**config.mk**
```make
export PLATFORM = sky130hd
export DESIGN_NAME = lp_idle_ctrl
export DESIGN_NICKNAME = d
export VERILOG_FILES = /design/src/rtl/lp_idle_pkg.sv /design/src/rtl/lp_tmo_enc.sv /design/src/rtl/lp_idle_timer.sv /design/src/rtl/lp_idle_ctrl.sv
export SDC_FILE = /design/constraint.sdc
export NUM_CORES = 1
export LEC_CHECK = 0
export BUFFER_PORTS_ARGS = -buffer_cell sky130_fd_sc_hd__buf_4
export CORE_UTILIZATION = 53
export DETAILED_ROUTE_END_ITERATION = 8
export GPL_ROUTABILITY_DRIVEN = 0
export HOLD_SLACK_MARGIN = 0.15
export PLACE_DENSITY = 0.79
export REMOVE_ABC_BUFFERS = 1
export SLEW_MARGIN = 0
export SYNTH_ARGS = -nofsm -noshare
export SYNTH_HDL_FRONTEND = slang
export SYNTH_HIERARCHICAL = 1
export SYNTH_SLANG_ARGS = --single-unit
```
**constraint.sdc**
```tcl
create_clock -name clk -period 7.1 [get_ports clk]
set_input_delay 1.065 -clock clk [delete_from_list [all_inputs] [get_ports clk]]
set_output_delay 1.065 -clock clk [all_outputs]
set_load 0.02 [all_outputs]
```
**src/rtl/lp_idle_pkg.sv**
```systemverilog
package lp_idle_pkg;

    localparam logic [2:0] MODE_OFF      = 3'd0;
    localparam logic [2:0] MODE_CLKSTOP  = 3'd1;
    localparam logic [2:0] MODE_SELFREF  = 3'd2;
    localparam logic [2:0] MODE_PWRDN    = 3'd4;

    typedef enum logic [1:0] {
        ST_ACTIVE = 2'd0,
        ST_LOWPWR = 2'd1,
        ST_ZQCAL  = 2'd2
    } lp_state_e;

    // Convert a requested cycle count to a log2 code: ceil(log2) - 3,
    // zero below 16 cycles, then bounded by [code_min, code_max].
    function automatic int unsigned tmo_code(int unsigned cyc,
                                             int unsigned code_max,
                                             int unsigned code_min);
        int unsigned msb;
        int unsigned code;
        msb = 0;
        for (int b = 0; b < 32; b++) begin
            if (cyc[b]) msb = b;
        end
        if (cyc < 16) begin
            code = 0;
        end else begin
            if ((cyc & (cyc - 1)) != 0) msb = msb + 1;
            code = msb - 3;
        end
        if (code < code_min) code = code_min;
        if (code > code_max) code = code_max;
        return code;
    endfunction

    function automatic logic mode_is_lp(logic [2:0] m);
        return (m == MODE_CLKSTOP) || (m == MODE_SELFREF) || (m == MODE_PWRDN);
    endfunction

endpackage

```
**src/rtl/lp_tmo_enc.sv**
```systemverilog
module lp_tmo_enc #(
    parameter int RW       = 16,
    parameter int CODE_W   = 3,
    parameter int MIN_CODE = 0
) (
    input  logic [RW-1:0]     req_cycles,
    output logic [CODE_W-1:0] code
);
    import lp_idle_pkg::*;

    localparam int unsigned CODE_MAX = (1 << CODE_W) - 1;

    always_comb begin
        code = CODE_W'(tmo_code(32'(req_cycles), CODE_MAX, MIN_CODE));
    end
endmodule

```
**src/rtl/lp_idle_timer.sv**
```systemverilog
module lp_idle_timer #(
    parameter int CNT_W = 11
) (
    input  logic             clk,
    input  logic             rst,
    input  logic             run,
    input  logic [CNT_W-1:0] limit,
    output logic             expire
);
    logic [CNT_W-1:0] cnt;

    assign expire = run && (cnt == limit);

    always_ff @(posedge clk) begin
        if (rst) begin
            cnt <= '0;
        end else if (!run || expire) begin
            cnt <= '0;
        end else begin
            cnt <= cnt + 1'b1;
        end
    end
endmodule

```
**src/rtl/lp_idle_ctrl.sv**
```systemverilog
module lp_idle_ctrl #(
    parameter int RW     = 16,
    parameter int FW     = 8,
    parameter int ZW     = 8,
    parameter int CODE_W = 3
) (
    input  logic          clk,
    input  logic          rst,
    input  logic [2:0]    lp_mode,
    input  logic [RW-1:0] tmo_perf,
    input  logic [RW-1:0] tmo_pwr,
    input  logic [FW-1:0] freq_cur,
    input  logic [FW-1:0] freq_thr,
    input  logic          freq_chg_req,
    input  logic [ZW-1:0] zq_cycles,
    input  logic          access_req,
    output logic          access_gnt,
    output logic          stall,
    output logic          lp_enter,
    output logic          lp_exit,
    output logic [2:0]    lp_kind,
    output logic          zq_long
);
    import lp_idle_pkg::*;

    localparam int FIELD_MAX = (1 << CODE_W) - 1;
    localparam int CNT_W     = FIELD_MAX + 4;
    localparam int NKIND     = 3;
    localparam int KIND_MIN [NKIND] = '{0, 6, 0};

    lp_state_e        state;
    logic [RW-1:0]    req_sel;
    logic [CODE_W-1:0] codes [NKIND];
    logic [CODE_W-1:0] code_sel;
    logic [CNT_W-1:0] limit;
    logic             run;
    logic             expire;
    logic [ZW-1:0]    zq_lim;
    logic [ZW-1:0]    zcnt;

    // Frequency decides which requested timeout is in force.
    assign req_sel = (freq_cur >= freq_thr) ? tmo_perf : tmo_pwr;

    // One encoder per low-power kind: clock stop, self-refresh, power-down.
    for (genvar k = 0; k < NKIND; k++) begin : g_enc
        lp_tmo_enc #(
            .RW       (RW),
            .CODE_W   (CODE_W),
            .MIN_CODE (KIND_MIN[k])
        ) u_enc (
            .req_cycles (req_sel),
            .code       (codes[k])
        );
    end

    always_comb begin
        case (lp_mode)
            MODE_SELFREF: code_sel = codes[1];
            MODE_PWRDN:   code_sel = codes[2];
            default:      code_sel = codes[0];
        endcase
        limit = (CNT_W'(1) << (int'(code_sel) + 3)) - CNT_W'(1);
    end

    assign run = (state == ST_ACTIVE) && !access_req && !freq_chg_req
                 && mode_is_lp(lp_mode);

    lp_idle_timer #(.CNT_W(CNT_W)) u_timer (
        .clk    (clk),
        .rst    (rst),
        .run    (run),
        .limit  (limit),
        .expire (expire)
    );

    assign zq_lim     = (zq_cycles == '0) ? ZW'(1) : zq_cycles;
    assign stall      = (state != ST_ACTIVE);
    assign access_gnt = access_req && (state == ST_ACTIVE);

    always_ff @(posedge clk) begin
        if (rst) begin
            state    <= ST_ACTIVE;
            lp_enter <= 1'b0;
            lp_exit  <= 1'b0;
            zq_long  <= 1'b0;
            lp_kind  <= MODE_OFF;
            zcnt     <= '0;
        end else begin
            lp_enter <= 1'b0;
            lp_exit  <= 1'b0;
            zq_long  <= 1'b0;
            case (state)
                ST_ACTIVE: begin
                    if (expire) begin
                        state    <= ST_LOWPWR;
                        lp_enter <= 1'b1;
                        lp_kind  <= lp_mode;
                    end
                end
                ST_LOWPWR: begin
                    if (access_req) begin
                        lp_exit <= 1'b1;
                        if (lp_kind == MODE_CLKSTOP) begin
                            state <= ST_ACTIVE;
                        end else begin
                            state   <= ST_ZQCAL;
                            zq_long <= 1'b1;
                            zcnt    <= '0;
                        end
                    end
                end
                ST_ZQCAL: begin
                    if (zcnt >= zq_lim - ZW'(1)) begin
                        state <= ST_ACTIVE;
                    end else begin
                        zcnt <= zcnt + 1'b1;
                    end
                end
                default: state <= ST_ACTIVE;
            endcase
        end
    end
endmodule

```
==> reports/metrics.yaml, run 1 <==
status: "completed"
crit_start: "freq_cur[0]"
cp_max_fo: 7
core_area_um2: 7408
power_density_nw_per_um2: 151.9
p_total_w: 0.0009175
period_share_pct: 99.60
route.detailed.drc: 0
area_delta_synth_final_pct: 45.39
yosysTopAreaCell: "dfxtp_1"
die_h_um: 90.53
cp_common_cell: "buf_6"
synth_seq_cells: 27
htree_levels: 1
endpoint_kind: "flop"
seq_area_frac_synth_pct: 13.01
cap_violations: 0
mappedNetlistArea_um2: 4154
syn_area_per_cell_um2: 7.622
cp.buffers_inverters: 7
placedCellCount: 796
cts.sinks: 27
dieArea_um2: 8196
worstHoldStart: "lp_kind[0]"
synth.area.top_cells: "dfxtp_1 (13%), ha_1 (8.7%), nor2_1 (6.8%)"
worst-setup-path-type: "in -> reg"
slowest_delay_ns: 0.61
drv_slew: 0
seqPwrFrac_pct: 16.5
drt_iter0_drc: 400
cp_top_family: "simple AND/OR/NAND/NOR gates"
grt_usage_pct: 28.11
antenna_found_initial: 0
dpl_cell_area_um2: 5434
dieWidth_um: 90.53
min_path_cells: 2
cts_buffers: 3
p_leak_nw: 2.489
dr.pass1.iters: 5
nets: 811
clk_latency_ns: 0.28
cp.required_ns: 7.27
viasPerCell: 6.148
final_common_cell: "buf_4"
p_comb_share_pct: 73.8
portBuffers: 70
start_util_pct: 56.07
fin_util_pct: 81.52
diodes: 0
wl_per_cell_um: 16.97
finalClockSkew_ns: 0.005879
p_switching_w: 0.0003937
power.share.switching_pct: 42.91
tightest_slew_ns: 0.5755
clk_pin_slew_ns: 0.10
worstReg2RegStart: "zcnt[5]"
grt_max_degree: 16
peakVddDrop_v: 0.00009211
r2r_slack_ns: 4.85
finalWirelength_um: 13870
cp_slowest_cell: "or4_4"
grt_overflow: 0
ys_async_sr_fraction_pct: 0
hold_class: "reg -> reg"
synth_top_area_share_pct: 13.01
setup_viol: 0
hpwl_um: 9416
syn_inst: 545
drive_above_1_share_pct: 41.09
rr_endpoint: "zcnt[7]"
grt_pass1_vias: 4535
hold_viol_final: 0
ys.flop_type: "dfxtp_1"
p_int_w: 0.0005238
grt_pass1_wl_um: 19790
rows: 31
period_minus_slack_ns: 7.072
num-fill-cells: 453
clockPowerShare_pct: 9.7
cp.arrival_ns: 7.25
min_to: "lp_kind[0]"
cts_tree: "done"
num_io_pins: 71
instances_no_fill: 817
slew_headroom_pct: 61.46
ctsLongestPathBuffers: 2
synth_edf_count: 0
synth_warnings: 6
synth_cell_type_count: 81
final_cell_mix: "buf_4 (170), nor2_1 (64), inv_1 (32)"
startpoint_type: "input port"
vias: 5023
timing.fmax_mhz: 141.4
final_area_um2: 6040
ant_nets: 0
ctsRootBufferMaster: "clkbuf_8"
r2r_cells: 6
==> worst reg2reg max path, cell delays in order (launching register included) <==
cell and delay [ns]:
dfxtp_1 0.36, ha_1 0.33, a211oi_1 0.30, o211ai_1 0.22
a2111oi_4 0.44, or3b_1 0.38, a21oi_1 0.14
==> worst max path at each step <==
stage | to | slack [ns] | depth (start not counted)
finish | u_timer/cnt[2] | 0.03 | 32
global route | state[0] | -0.22 | 33
CTS | lp_kind[2] | 0.02 | 30
detailed placement | lp_kind[2] | -0.25 | 30
global placement | lp_kind[0] | -0.10 | 29
floorplan | lp_kind[0] | -0.51 | 27
==> sequential cells by signal, summed over array words and instances, names as in the netlist <==
| name | count |
|---|---|
| lp_enter | 1 |
| lp_exit | 1 |
| lp_kind | 3 |
| state | 2 |
| u_timer/cnt | 11 |
| zcnt | 8 |
| zq_long | 1 |
==> cells in the mapped netlist (3+ instances only) <==
master and n:
nor2_1 75, inv_1 33, nand2_1 33, ha_1 29
xnor2_1 29, dfxtp_1 27, nand3_1 24, nor3_1 24
a21oi_1 23, a31oi_1 19, o21ai_0 17, nor2b_1 13
mux2_4 12, nand2b_1 12, xor2_1 12, nor4_1 10
mux2_1 7, nand4_1 6, nor3b_1 6, o21ai_1 6
or3_1 6, a211oi_1 5, a22oi_1 5, clkbuf_1 5
mux2i_1 4, nor4_2 4, o211ai_1 4, or2_1 4
or4_4 4, a2111oi_0 3, a31o_2 3, and2_1 3
buf_4 3, buf_6 3, o22a_1 3, o22ai_1 3
o31ai_1 3, or3_2 3
==> kinds of logic (layout without fill, tap and decap cells) <==
logic type / after synthesis / after routing / share of synthesized area, %
buf+inv: 46 / 216 / 5.000
mux: 24 / 24 / 7.470
xor+xnor: 41 / 41 / 8.644
fa+ha+maj: 30 / 30 / 8.976
flops: 27 / 27 / 13.01
simple gates: 244 / 244 / 32.14
compound gates: 131 / 131 / 24.58
other cells: 2 / 5 / 0.1808
==> through the flow <==
stage	hold WS (ns)	setup slack (ns)	TNS, ns
global route	0.5153	-0.2187	-2.544
CTS	0.4778	0.02284	0
finish	0.4963	0.02808	0
floorplan	0.4522	-0.5055	-5.212
detailed placement	0.4650	-0.2504	-3.422
global placement	0.4711	-0.1041	-1.426
==> metal layers <==
layer,wire (um),up-vias,global-route usage (%),share of wire (%)
met5,0,-,0,0
met1,5482,2358,35.25,40
met3,822,56,2.862,5.9
li1,-,2364,-,-
met2,7106,245,50.76,51
met4,454,0,7.258,3.3
==> repair_timing <==
item,in CTS,in global routing
endpoints found under the setup margin,0,17
hold buffers,0,0
resized for setup,0,96
buffers inserted,0,16
==> layout make-up <==
type	instances	area [um2]	area share, %
tap	99	123.9	2.051
inverter	33	126.4	2.092
sequential	27	540.5	8.950
multi-input combinational	475	3816	63.19
clock buffer	3	41.29	0.6837
timing repair buffer	179	1386	22.95
clock inverter	1	5.005	0.08287
==> power groups by stage <==
stage          Combinational, W   Clock, W  Sequential (W)
2_1_floorplan          0.000337          0        0.000155
3_3_place_gp           0.000520          0        0.000155
6_report               0.000677  0.0000889        0.000152
5_1_grt                0.000727  0.0000969        0.000152
4_1_cts                0.000542  0.0000894        0.000152
3_5_place_dp           0.000538          0        0.000155
Note: power is estimated with default switching activity, not from simulation.
==> run 2, diff against run 1 <==
- CORE_ASPECT_RATIO: not set -> 0.9
- CORE_UTILIZATION: 53 -> 38
- PLACE_DENSITY: 0.79 -> not set
==> run 2 against run 1 <==
Fmax increased by 0.71%. Sequential power about the same. Cell count increased by 4.2%. The run now ends with design-rule violations left. Non-clock buffer count increased by 3. Highest routed layer unchanged. Critical path type unchanged. First-iteration DRC count decreased by 43%. Sequential share of layout area increased by 0.050 points. Worst hold slack improved by 0.0030 ns. Count of clock-buffer cells in the layout unchanged.
==> reports/metrics.yaml, run 2 (synthesized netlist as in run 1, its figures left out) <==
viasPerCell: 5.427
cp.required_ns: 7.26
cp_common_cell: "buf_6"
hold_class: "reg -> reg"
grt_pass1_vias: 4440
p_int_w: 0.0005461
drt_iter0_drc: 229
p_switching_w: 0.0003587
hold_buffers: 0
worst-path-stages: 32
htree_levels: 1
cp_top_family: "compound AO/OA/AOI/OAI gates"
regMostFlops: "u_timer/cnt"
min_to: "lp_kind[0]"
dr.pass1.iters: 7
route.detailed.drc: 3
rsz0062_at_grt: "yes"
final_area_um2: 6006
portBuffers: 70
p_comb_share_pct: 68.8
slew_headroom_pct: 66.91
cp_max_fo: 6
cap_violations: 0
period_minus_slack_ns: 7.022
grt_overflow: 0
area_delta_synth_final_pct: 44.58
cts_buffers: 3
nets: 815
core_area_um2: 10420
timing.fmax_mhz: 142.4
drive_above_1_share_pct: 40.58
dp_slack_ns: -0.3171
ctsLongestPathBuffers: 2
clk_latency_ns: 0.26
largest_reg_flops: 11
finalWirelength_um: 12000
ctsRootBufferMaster: "clkbuf_16"
clockPowerShare_pct: 14.5
worstHoldStart: "lp_kind[0]"
status: "complete, but fails checks"
cp_slowest_cell: "or4_4"
drv_slew: 0
endpoint_kind: "flop"
ant_nets: 0
dpl_cell_area_um2: 5564
worst-setup-path-type: "in -> reg"
busiest_layer: "met2"
p_leak_nw: 2.479
startpoint_type: "input port"
min_path_cells: 2
peakVddDrop_v: 0.0001018
antenna_found_initial: 0
use_met2_pct: 37.03
placedCellCount: 840
dieWidth_um: 112.2
die_h_um: 101.2
period_share_pct: 98.91
grt_max_degree: 17
tightest_slew_ns: 0.4900
vias: 4618
hpwl_um: 9522
setup_viol: 0
met3_usage_pct: 1.915
hold_viol_final: 0
cp.arrival_ns: 7.18
r2r_slack_ns: 4.91
diodes: 0
rr_endpoint: "zcnt[7]"
clk_pin_slew_ns: 0.07
violations: "design-rule violations"
slowest_delay_ns: 0.54
start_util_pct: 39.86
num-fill-cells: 951
grtUsageMet1_pct: 28.10
finalClockSkew_ns: 0.002961
worstReg2RegStart: "zcnt[5]"
rows: 35
dieArea_um2: 11350
cp.buffers_inverters: 7
power_density_nw_per_um2: 150.7
final_cell_mix: "buf_4 (176), nor2_1 (65), inv_1 (32)"
num_io_pins: 71
grt_pass1_wl_um: 19940
setup_ws_ns: 0.07763
final_common_cell: "buf_4"
r2r_cells: 6
seqPwrFrac_pct: 16.8
cts.sinks: 27
power.share.switching_pct: 39.65
cts_tree: "done"
instances_no_fill: 851
top_regs: "u_timer/cnt: 11 flops, zcnt: 8 flops, lp_kind: 3 flops"
grt_usage_pct: 20.76
wl_per_cell_um: 14.10
## run 2: area by class of cell
type	instances	area (um2)	share of cell area [%]
inverter	33	126.4	2.104
sequential	27	540.5	9.000
clock buffer	3	75.07	1.250
clock inverter	1	7.507	0.1250
multi-input combinational	476	3706	61.71
tap	129	161.4	2.688
timing repair buffer	182	1389	23.12
## run 2: metal layers
layer  vias to the layer above  wire length [um]
met4                         0                95
met2                        88              5781
li1                       2370                 -
met1                      2148              5747
met3                        12               370
met5                         -                 0
## run 2: repair_timing
item | CTS | global route
resized for setup | 10 | 63
setup endpoints to repair | 15 | 17
pin swaps | 2 | 37
setup buffers | 0 | 5
gates cloned | 0 | 2
## run 2: worst max path at each step
stage	slack, ns	to	startpoint
after detailed placement	-0.32	u_timer/cnt[9]	freq_cur[0]
after global placement	-0.22	u_timer/cnt[8]	freq_cur[0]
after floorplan	-0.51	lp_kind[0]	freq_thr[6]
after global routing	-0.24	lp_kind[0]	freq_cur[0]
final	0.08	u_timer/cnt[4]	freq_cur[0]
after CTS	0.002	lp_kind[1]	freq_cur[0]
## run 2: power groups by stage
stage                     combinational [W]  clock [W]  sequential (W)
after floorplan                    0.000337          0        0.000155
after global placement             0.000544          0        0.000155
after detailed placement           0.000554          0        0.000155
after CTS                          0.000570   0.000133        0.000152
after global routing               0.000685   0.000139        0.000152
final                              0.000622   0.000131        0.000152
## run 2: worst register-to-register path, delay by kind of cell, from the launching register on
| family | cells | cell delay, ns |
|---|---|---|
| simple gates | 1 | 0.38 |
| compound gates | 4 | 1.04 |
| fa+ha+maj | 1 | 0.28 |
| flops | 1 | 0.42 |
## run 2: metrics by stage
step                      utilization, %  TNS [ns]  hold WS (ns)  power [W]
final                              57.62         0        0.4993  0.0009048
after global routing               57.62    -3.410        0.5166  0.0009753
after CTS                          54.60         0        0.4833  0.0008543
after detailed placement           53.39    -5.043        0.4721  0.0007096
after global placement             53.39    -3.394        0.4654  0.0006995
after floorplan                        -    -5.212        0.4522  0.0004923
==> run 3, diff against run 2 <==
- CORE_MARGIN: not set -> 2
- PLACE_DENSITY_LB_ADDON: not set -> 0.15
- SYNTH_HIERARCHICAL: 1 -> not set
==> run 3 against run 2 <==
The run now ends clean. Non-clock buffer count shrank 110. Clock power shrank 33%. First-iteration DRC count shrank 37%. Register-to-register slack lost 0.88 ns. Critical endpoint is now lp_kind[1]. Largest power group unchanged.
==> reports/metrics.yaml, run 3 <==
syn_area_per_cell_um2: 7.501
portBuffers: 70
grt_usage_pct: 16.95
ant_nets: 0
finalWirelength_um: 6967
slowest_delay_ns: 0.65
worst-setup-path-type: "in -> reg"
startpoint_type: "input port"
cp_max_fo: 7
synth_most_common_cell: "nor2_1"
hold_viol_final: 0
route.detailed.drc: 0
num_io_pins: 71
hold_class: "reg -> reg"
grt_pass1_wl_um: 11780
num-fill-cells: 784
cp_slowest_cell: "or4_1"
yosys-top-cells-count: "nor2_1 (48), dfxtp_1 (27), ha_1 (23)"
synth.area.top_cells: "dfxtp_1 (19%), ha_1 (10%), nor2_1 (6.3%)"
status: "completed"
hold_buffers: 0
holdWs_ns: 0.4953
antenna_found_initial: 0
ys_async_sr_fraction_pct: 0
ys.flop_type: "dfxtp_1"
period_minus_slack_ns: 6.014
die_h_um: 86.49
cts.sinks: 27
drt_iter0_drc: 144
viasPerCell: 5.561
final_cell_mix: "buf_4 (72), nor2_1 (48), dfxtp_1 (27)"
dr.pass1.iters: 5
rows: 30
grt_pass1_vias: 2680
htree_levels: 1
synth_edf_count: 0
top_regs: "u_timer.cnt: 11 flops, zcnt: 8 flops, lp_kind: 3 flops"
vias: 3014
nets: 533
hpwl_um: 5702
final_area_um2: 3521
synth_seq_cells: 27
area_delta_synth_final_pct: 22.56
syn_inst: 383
cp.required_ns: 7.26
cts_setup_buffers: 0
tightest_slew_ns: 0.8588
mappedNetlistArea_um2: 2873
setup_viol: 0
cts_tree: "done"
synth_warnings: 0
rsz0062_at_grt: "no"
clk_latency_ns: 0.27
peakVddDrop_v: 0.00007875
largest_reg_flops: 11
dpl_cell_area_um2: 3472
start_util_pct: 38.65
dieArea_um2: 8272
cp.buffers_inverters: 1
ctsRootBufferMaster: "clkbuf_8"
grt_overflow: 0
cp.arrival_ns: 6.17
power_density_nw_per_um2: 117.7
diodes: 0
endpoint_kind: "flop"
p_total_w: 0.0004143
regMostFlops: "u_timer.cnt"
crit_chain: "buf_4 -> or4_1 -> o31a_1 -> a2111o_1 -> or4_4 -> nand2_1 -> xnor2_1 -> ha_1 -> nor3_1 -> ha_1 -> a21oi_1 -> nand2_1 -> o211a_1 -> or4_1 -> a31oi_1 -> or4b_1 -> mux2i_1"
final_common_cell: "buf_4"
core_area_um2: 7432
finalClockSkew_ns: 0.004852
cts_buffers: 3
yosysTopAreaCell: "dfxtp_1"
timing.fmax_mhz: 166.3
cts_resized: 0
drv_slew: 0
cap_violations: 0
seq_area_frac_synth_pct: 18.82
p_leak_nw: 1.492
synth_top_area_share_pct: 18.82
wl_per_cell_um: 12.85
slew_headroom_pct: 42.48
cp_top_family: "simple AND/OR/NAND/NOR gates"
drive_above_1_share_pct: 20.63
clk_pin_slew_ns: 0.09
tns_ns: 0
grt_max_degree: 17
synth_cell_type_count: 58
ctsLongestPathBuffers: 2
period_share_pct: 84.71
dieWidth_um: 95.65
==> run 3: kinds of logic after synthesis <==
family,share of synthesized area (%)
flops,18.82
buf+inv,5.009
simple gates,30.53
mux,3.267
xor+xnor,8.841
fa+ha+maj,10.37
compound gates,23.17
==> run 3: tightest hold or removal path, cell delays in order, from the launching register on <==
cell and delay [ns]:
dfxtp_1 0.33, nand2b_1 0.07, mux2i_1 0.06
==> run 3: stage by stage <==
stage / instances / worst slack [ns] / util [%]
after floorplan: 370 / 0.8773 / -
after global placement: 538 / 0.9460 / 46.72
after detailed placement: 538 / 0.8254 / 46.72
after CTS: 542 / 1.104 / 47.37
after global routing: 542 / 0.8200 / 47.37
final: 542 / 1.086 / 47.37
==> run 3: path summary, 6_finish.rpt <==
path / from / to / slack [ns] / cells past startpoint
setup / recovery: tmo_pwr[1] / lp_kind[1] / 1.09 / 17
hold / removal: lp_kind[2] / lp_kind[2] / 0.50 / 2
setup reg to reg: zcnt[0] / zcnt[7] / 4.03 / 14
hold reg to reg: lp_kind[2] / lp_kind[2] / 0.50 / 2
==> run 3: cell type report <==
| cell class | instances | area, um2 | area share, % |
|---|---|---|---|
| flip-flops and latches | 27 | 540.5 | 15.35 |
| repair buffers | 72 | 540.5 | 15.35 |
| well taps | 96 | 120.1 | 3.412 |
| clock buffers | 3 | 41.29 | 1.173 |
| clock inverters | 1 | 7.507 | 0.2132 |
| inverters | 22 | 82.58 | 2.345 |
| multi-input cells | 321 | 2188 | 62.15 |
==> run 3: where the power goes <==
group,switching (W),internal [W],total [W]
clock,0.0000475,0.0000398,0.0000872
combinational,0.0000978,0.0000776,0.000175
sequential,0.000000218,0.000151,0.000152
==> run 3: routing by layer <==
| layer | part of all wire [%] | GRT usage [%] |
|---|---|---|
| met1 | 49 | 24.87 |
| met3 | 5.1 | 2.348 |
| met4 | 0.16 | 1.558 |
| met2 | 46 | 27.40 |
| met5 | 0 | 0 |
